$ cat src/rtl/qwa_pkg.sv
// Shared constants and the write-burst phase type.
// Assumes a burst of four beats delivered two per clock period.
package qwa_pkg;

    localparam int BURST_BEATS = 4;
    localparam int EDGE_BEATS  = 2;

    // Phase of the write port between clock edges.
    typedef enum logic [1:0] {
        PH_IDLE  = 2'd0,   // no burst in flight
        PH_FIRST = 2'd1,   // next edge takes beats 0 and 1
        PH_LAST  = 2'd2    // next edge takes beats 2 and 3 and commits
    } wr_phase_e;

endpackage

$ cat src/rtl/wr_burst_ctrl.sv
// Write-burst sequencer.
// Accepts a request when no burst is waiting for its first data cycle,
// walks the two data cycles and presents the commit address.
// Assumes requests during the first data cycle are to be dropped.
module wr_burst_ctrl
    import qwa_pkg::*;
#(
    parameter int ADDR_W = 4
) (
    input  logic              clk,
    input  logic              rst_n,
    input  logic              wr_req,
    input  logic [ADDR_W-1:0] wr_addr,
    output wr_phase_e         phase,
    output logic              cap_en,
    output logic              commit_en,
    output logic [ADDR_W-1:0] commit_addr
);

    wr_phase_e         phase_q;
    logic [ADDR_W-1:0] req_addr_q;
    logic [ADDR_W-1:0] cmt_addr_q;
    logic              take_req;

    // A request is taken unless a burst awaits its first data cycle.
    always_comb begin
        take_req = wr_req && (phase_q != PH_FIRST);
    end

    // Phase register advance.
    always_ff @(posedge clk) begin
        if (!rst_n) begin
            phase_q <= PH_IDLE;
        end else begin
            case (phase_q)
                PH_FIRST: phase_q <= PH_LAST;
                default:  phase_q <= take_req ? PH_FIRST : PH_IDLE;
            endcase
        end
    end

    // Address of an accepted request, moved to the commit slot one cycle later.
    always_ff @(posedge clk) begin
        if (!rst_n) begin
            req_addr_q <= '0;
            cmt_addr_q <= '0;
        end else begin
            if (take_req) begin
                req_addr_q <= wr_addr;
            end
            if (phase_q == PH_FIRST) begin
                cmt_addr_q <= req_addr_q;
            end
        end
    end

    assign phase       = phase_q;
    assign cap_en      = (phase_q == PH_FIRST);
    assign commit_en   = (phase_q == PH_LAST);
    assign commit_addr = cmt_addr_q;

endmodule

$ cat src/rtl/beat_stager.sv
// Beat staging register.
// Holds the first two beats and their lane enables, then combines them
// with the two live beats into the full word and lane mask for commit.
// Assumes the live beats are valid in the cycle the commit is taken.
module beat_stager
    import qwa_pkg::*;
#(
    parameter int LANE_W         = 9,
    parameter int LANES_PER_BEAT = 2
) (
    input  logic                                         clk,
    input  logic                                         rst_n,
    input  logic                                         cap_en,
    input  logic [LANE_W*LANES_PER_BEAT-1:0]             wa_data,
    input  logic [LANES_PER_BEAT-1:0]                    wa_lanes,
    input  logic [LANE_W*LANES_PER_BEAT-1:0]             wb_data,
    input  logic [LANES_PER_BEAT-1:0]                    wb_lanes,
    output logic [LANE_W*LANES_PER_BEAT*BURST_BEATS-1:0] word,
    output logic [LANES_PER_BEAT*BURST_BEATS-1:0]        lanes
);

    localparam int BEAT_W  = LANE_W * LANES_PER_BEAT;
    localparam int STAGE_W = BEAT_W * EDGE_BEATS;
    localparam int STAGE_L = LANES_PER_BEAT * EDGE_BEATS;

    logic [STAGE_W-1:0] stg_data_q;
    logic [STAGE_L-1:0] stg_lanes_q;

    // Capture beats 0 and 1 in the first data cycle of a burst.
    always_ff @(posedge clk) begin
        if (!rst_n) begin
            stg_data_q  <= '0;
            stg_lanes_q <= '0;
        end else if (cap_en) begin
            stg_data_q  <= {wb_data, wa_data};
            stg_lanes_q <= {wb_lanes, wa_lanes};
        end
    end

    // Word and lane mask in beat order, beat 0 lowest.
    always_comb begin
        word  = {wb_data, wa_data, stg_data_q};
        lanes = {wb_lanes, wa_lanes, stg_lanes_q};
    end

endmodule

$ cat src/rtl/lane_array.sv
// Lane-writable word array with a two-edge read path.
// Writes change only enabled lanes; a read whose array access coincides
// with a commit to the same word sees the committing lanes.
// Assumes a small depth so reset can clear every word.
module lane_array #(
    parameter int ADDR_W = 4,
    parameter int LANE_W = 9,
    parameter int LANES  = 8
) (
    input  logic                     clk,
    input  logic                     rst_n,
    input  logic                     wr_en,
    input  logic [ADDR_W-1:0]        wr_addr,
    input  logic [LANE_W*LANES-1:0]  wr_word,
    input  logic [LANES-1:0]         wr_lanes,
    input  logic                     rd_req,
    input  logic [ADDR_W-1:0]        rd_addr,
    output logic [LANE_W*LANES-1:0]  rd_data,
    output logic                     rd_valid
);

    localparam int WORD_W = LANE_W * LANES;
    localparam int DEPTH  = 1 << ADDR_W;

    logic [WORD_W-1:0] mem [DEPTH];
    logic              rd_pend_q;
    logic [ADDR_W-1:0] rd_addr_q;
    logic [WORD_W-1:0] mem_word;
    logic [WORD_W-1:0] fwd_word;
    logic              addr_hit;

    // Lane-masked write, full clear on reset.
    always_ff @(posedge clk) begin
        if (!rst_n) begin
            for (int w = 0; w < DEPTH; w++) begin
                mem[w] <= '0;
            end
        end else if (wr_en) begin
            for (int l = 0; l < LANES; l++) begin
                if (wr_lanes[l]) begin
                    mem[wr_addr][l*LANE_W +: LANE_W] <= wr_word[l*LANE_W +: LANE_W];
                end
            end
        end
    end

    // Stored word and commit collision for the pending read.
    always_comb begin
        mem_word = mem[rd_addr_q];
        addr_hit = wr_en && (wr_addr == rd_addr_q);
    end

    // Per-lane choice between committing lane and stored lane.
    generate
        for (genvar g = 0; g < LANES; g++) begin : g_fwd
            assign fwd_word[g*LANE_W +: LANE_W] =
                (addr_hit && wr_lanes[g]) ? wr_word[g*LANE_W +: LANE_W]
                                          : mem_word[g*LANE_W +: LANE_W];
        end
    endgenerate

    // Read request stage, then registered output stage.
    always_ff @(posedge clk) begin
        if (!rst_n) begin
            rd_pend_q <= 1'b0;
            rd_addr_q <= '0;
            rd_valid  <= 1'b0;
            rd_data   <= '0;
        end else begin
            rd_pend_q <= rd_req;
            rd_addr_q <= rd_addr;
            rd_valid  <= rd_pend_q;
            if (rd_pend_q) begin
                rd_data <= fwd_word;
            end
        end
    end

endmodule

$ cat src/rtl/qdr_wr_assembler.sv
// Top of the burst write assembler.
// Joins the sequencer, the beat stager and the lane array.
// Assumes the double-rate input split has been done outside this block.
module qdr_wr_assembler
    import qwa_pkg::*;
#(
    parameter int ADDR_W         = 4,
    parameter int LANE_W         = 9,
    parameter int LANES_PER_BEAT = 2
) (
    input  logic                                         clk,
    input  logic                                         rst_n,
    input  logic                                         wr_req,
    input  logic [ADDR_W-1:0]                            wr_addr,
    input  logic [LANE_W*LANES_PER_BEAT-1:0]             wa_data,
    input  logic [LANES_PER_BEAT-1:0]                    wa_lanes,
    input  logic [LANE_W*LANES_PER_BEAT-1:0]             wb_data,
    input  logic [LANES_PER_BEAT-1:0]                    wb_lanes,
    input  logic                                         rd_req,
    input  logic [ADDR_W-1:0]                            rd_addr,
    output logic [LANE_W*LANES_PER_BEAT*BURST_BEATS-1:0] rd_data,
    output logic                                         rd_valid
);

    localparam int LANES  = LANES_PER_BEAT * BURST_BEATS;
    localparam int WORD_W = LANE_W * LANES;

    wr_phase_e         phase;
    logic              cap_en;
    logic              commit_en;
    logic [ADDR_W-1:0] commit_addr;
    logic [WORD_W-1:0] commit_word;
    logic [LANES-1:0]  commit_lanes;

    wr_burst_ctrl #(.ADDR_W(ADDR_W)) u_ctrl (
        .clk         (clk),
        .rst_n       (rst_n),
        .wr_req      (wr_req),
        .wr_addr     (wr_addr),
        .phase       (phase),
        .cap_en      (cap_en),
        .commit_en   (commit_en),
        .commit_addr (commit_addr)
    );

    beat_stager #(.LANE_W(LANE_W), .LANES_PER_BEAT(LANES_PER_BEAT)) u_stage (
        .clk      (clk),
        .rst_n    (rst_n),
        .cap_en   (cap_en),
        .wa_data  (wa_data),
        .wa_lanes (wa_lanes),
        .wb_data  (wb_data),
        .wb_lanes (wb_lanes),
        .word     (commit_word),
        .lanes    (commit_lanes)
    );

    lane_array #(.ADDR_W(ADDR_W), .LANE_W(LANE_W), .LANES(LANES)) u_arr (
        .clk      (clk),
        .rst_n    (rst_n),
        .wr_en    (commit_en),
        .wr_addr  (commit_addr),
        .wr_word  (commit_word),
        .wr_lanes (commit_lanes),
        .rd_req   (rd_req),
        .rd_addr  (rd_addr),
        .rd_data  (rd_data),
        .rd_valid (rd_valid)
    );

endmodule

$ cat config.mk
export PLATFORM = sky130hd
export DESIGN_NAME = qdr_wr_assembler
export DESIGN_NICKNAME = d
export VERILOG_FILES = /design/src/rtl/qwa_pkg.sv /design/src/rtl/wr_burst_ctrl.sv /design/src/rtl/beat_stager.sv /design/src/rtl/lane_array.sv /design/src/rtl/qdr_wr_assembler.sv
export SDC_FILE = /design/constraint.sdc
export NUM_CORES = 2
export LEC_CHECK = 0
export ABC_AREA = 1
export ABC_CLOCK_PERIOD_IN_PS = 1750
export BUFFER_PORTS_ARGS = -buffer_cell sky130_fd_sc_hd__buf_4
export CAP_MARGIN = 20
export CORE_ASPECT_RATIO = 0.75
export CORE_MARGIN = 5
export CORE_UTILIZATION = 57
export CTS_CLUSTER_DIAMETER = 150
export CTS_CLUSTER_SIZE = 24
export DETAILED_ROUTE_END_ITERATION = 12
export PLACE_DENSITY = 0.76
export RECOVER_POWER = 50
export SKIP_LAST_GASP = 1
export SLEW_MARGIN = 20
export SYNTH_ARGS = -nofsm -noshare
export SYNTH_HDL_FRONTEND = slang
export SYNTH_HIERARCHICAL = 1
export SYNTH_SLANG_ARGS = --single-unit
$ cat constraint.sdc
create_clock -name clk -period 1.75 [get_ports clk]
set_input_delay 0.2625 -clock clk [delete_from_list [all_inputs] [get_ports clk]]
set_output_delay 0.2625 -clock clk [all_outputs]
set_load 0.05 [all_outputs]
==> qor.txt <==
Starting DRT DRC Count - 7,712
post-synth top area cell - edfxtp_1
crit path time final - 1930 ps
Tightest Pin Transition - 950 ps
# setup viols final - 1,715
top-area cell type share of the netlist area - 57.7%
CP max-delay cell - dfxtp_2
Mean Syn Cell Area - 8.71 µm²
Final Util - 67.9%
Worst Skew - 26.3 ps
proportion of layout cells with a drive suffix above 1 - 12.9%
Post-DP Area - 67,500 µm²
Avg WL per Cell - 21.2 µm
Req. time, crit path - 2150 ps
CTS tree - built
Detail Placement HPWL - 124 mm
Post-Synthesis Cells - 6,879
distinct cell type count after synthesis - 24
via/cell ratio - 5.69
Clk Tree Root Cell - clkbuf_16
clock tree buffer depth - 3
Worst Setup EP - u_arr/mem[13][54]
IO Pins - 125
Final ANT Viol Nets - 0
DRC errors left - 0
post-place setup slack - -147 ps
GRT Overall Usage - 32.3%
final hold vios - 0
Max H-tree Level - 2
#FFs+latches synth - 1,280
initial core utilization - 57.2%
grt met1 use - 45.7%
die height - 291 µm
first-pass GRT wire length - 276 mm
reg2reg setup slack - -180 ps
Hold Path Class - primary input to register
stages on the worst setup path - 11
PortBufs - 124
met3 usage - 8.07%
CP Max Fanout - 9
CP peak stage delay - 330 ps
number of fillers in the final layout - 7,877
Area Growth Syn to Fin - 18.6%
# rows - 103
Pins Over Slew Limit - 0
Post-Route WL - 186 mm
cell-by-cell trace of the critical path - inv_2, nor2_2, nand2_1, inv_4, buf_4, nand2_2, inv_2, buf_12, nand2_1, nand2_2, buf_12
core box area - 105,000 µm²
vias in the first global route - 46,900
Worst setup EP type - register
period utilization - 110%
Detailed Routing Iterations Pass 1 - 8
reg2reg start - u_ctrl/phase[1]
CTS Sinks - 1,280
Crit path arrival time - 2330 ps
Rel. slew slack - 36.2%
net count after synthesis - 6,931
Worst R2R End - u_arr/mem[13][54]
synthesized area - 59,900 µm²
critical path type - register to register
RSZ-0062 raised after global routing - yes
aggregate global routing overflow - 0
Max-cap violations - 0
GP Congestion - 0.974
CP bufs+invs - 6
via count - 50,000
failing checks - negative setup slack
pwr dens - 830 nW/µm²
CTS clk-pin slew, worst paths - 100 ps
pin count of the biggest net entering global routing - 77
part of the Yosys area used for sequential elements - 62.0%
Die W - 384 µm
largest cells by area after synthesis - edfxtp_1 58%, nand2_1 14%, nor2_1 7.9%
CTS Buf Count - 59
setup ws final - -182 ps
initial antenna violation count - 5
Max Fclk - 518 MHz
Die Footprint - 112,000 µm²
leak pwr - 30.9 nW
Syn. warnings - 6
startpoint types - register
status - complete, but fails checks
maximum VDD drop - 784 µV
Top Usage Layer GRT - met2
delay-heaviest family, CP - buffers and inverters
met2 GRT Util - 48.3%
nets@finish - 7,375
FF-to-FF path depth - 11
Clock Latency Late Sink - 700 ps
Worst Setup SP - u_ctrl/phase[1]
final instance area - 71,100 µm²
[state kept, by name, indices dropped and copies added, names as in the netlist]
| name | count |
|---|---|
| u_arr/mem | 1152 |
| u_ctrl/req_addr_q | 4 |
| u_arr/rd_pend_q | 1 |
| u_ctrl/commit_addr | 4 |
| u_stage/stg_lanes_q | 4 |
| u_arr/rd_data | 72 |
| u_arr/rd_addr_q | 4 |
| u_arr/rd_valid | 1 |
| u_ctrl/phase | 2 |
| u_stage/stg_data_q | 36 |
[metal layers]
layer | routed length, µm | part of all wire (%) | up-vias
li1 | - | - | 22700
met1 | 69300 | 37 | 23500
met2 | 81500 | 44 | 3372
met3 | 26500 | 14 | 454
met4 | 8810 | 4.7 | 8
met5 | 41 | 0.022 | -
[cell usage after synthesis]
master,count
a21oi_2,4
inv_1,630
a21oi_1,72
clkinv_2,1
xor2_2,1
dfxtp_1,128
buf_2,117
o21ai_0,72
o21ai_1,4
nand3_4,8
nand3_1,796
clkinv_1,73
nand2_1,2236
xor2_1,3
nor2_1,1263
buf_4,50
nor2_8,1
nand2_4,1
clkbuf_1,195
buf_6,6
inv_2,22
nor2_4,1
buf_1,43
edfxtp_1,1152
[repair_timing]
action,in CTS,in global routing
pin swaps,3,3
gates resized for setup,96,81
hold buffers,29,0
endpoints found under the setup margin,1044,1558
setup buffers,25,10
endpoints found under the hold margin,34,0
cloned,18,15
[report_power, final]
part	switching (mW)	internal, mW	leakage, nW
Sequential	0.453	34.2	13.0
Combinational	5.37	2.80	17.1
Clock	9.51	6.65	0.817
Total	15.3	43.7	30.9
[metrics by stage]
step / hold WS, ps / total power, mW / setup TNS (ps) / cells
final: 55.8 / 59.0 / -142790 / 8791
after global routing: 42.4 / 60.7 / -224830 / 8790
after CTS: 8.69 / 58.8 / -3430 / 8766
after detailed placement: 448 / 42.8 / -25340 / 8583
after global placement: 445 / 42.7 / -22400 / 8583
after floorplan: 360 / 39.3 / 0 / 6879
[kinds of logic after synthesis]
logic type | share of synthesized area (%)
simple gates | 28.9
flops | 62.0
buf+inv | 7.76
compound gates | 1.29
xor+xnor | 0.0710
[area by class of cell]
class / count / area [µm²] / share of cell area (%)
antenna: 1 / 2.50 / 0.00352
multi-input combinational: 4462 / 18500 / 26.0
inverter: 726 / 2770 / 3.89
timing repair buffer: 794 / 9180 / 12.9
clock buffer: 110 / 1710 / 2.41
tap: 1417 / 1770 / 2.49
sequential: 1280 / 37200 / 52.3
clock inverter: 1 / 16.3 / 0.0229
[worst min path at each step]
| stage | end | from | slack [ps] | cells after the start |
|---|---|---|---|---|
| finish | u_stage/stg_data_q[20] | wb_data[2] | 60 | 5 |
| global route | u_stage/stg_data_q[25] | wb_data[7] | 40 | 5 |
| CTS | u_stage/stg_data_q[6] | wa_data[6] | 9 | 5 |
| detailed placement | u_arr/rd_addr_q[2] | rd_addr[2] | 450 | 3 |
| global placement | u_arr/rd_addr_q[2] | rd_addr[2] | 450 | 3 |
| floorplan | u_arr/rd_addr_q[0] | rd_addr[0] | 360 | 2 |
[layout by cell type (no fill, tap or decap), drive strengths merged]
cell	netlist	routed
a21oi	76	76
buf	216	663
bufbuf	0	12
clkbuf	195	200
clkinv	74	72
dfxtp	128	128
diode	0	1
dlygate4sd3	0	29
edfxtp	1152	1152
inv	652	655
nand2	2237	2237
nand3	804	804
nor2	1265	1265
o21ai	76	76
xor2	4	4
[tightest hold or removal path: stages]
cell	delay [ps]
buf_4	100
inv_1	40
nand2_1	40
nand2_1	140
nor2_1	120
(Power assumes the default switching activity.)
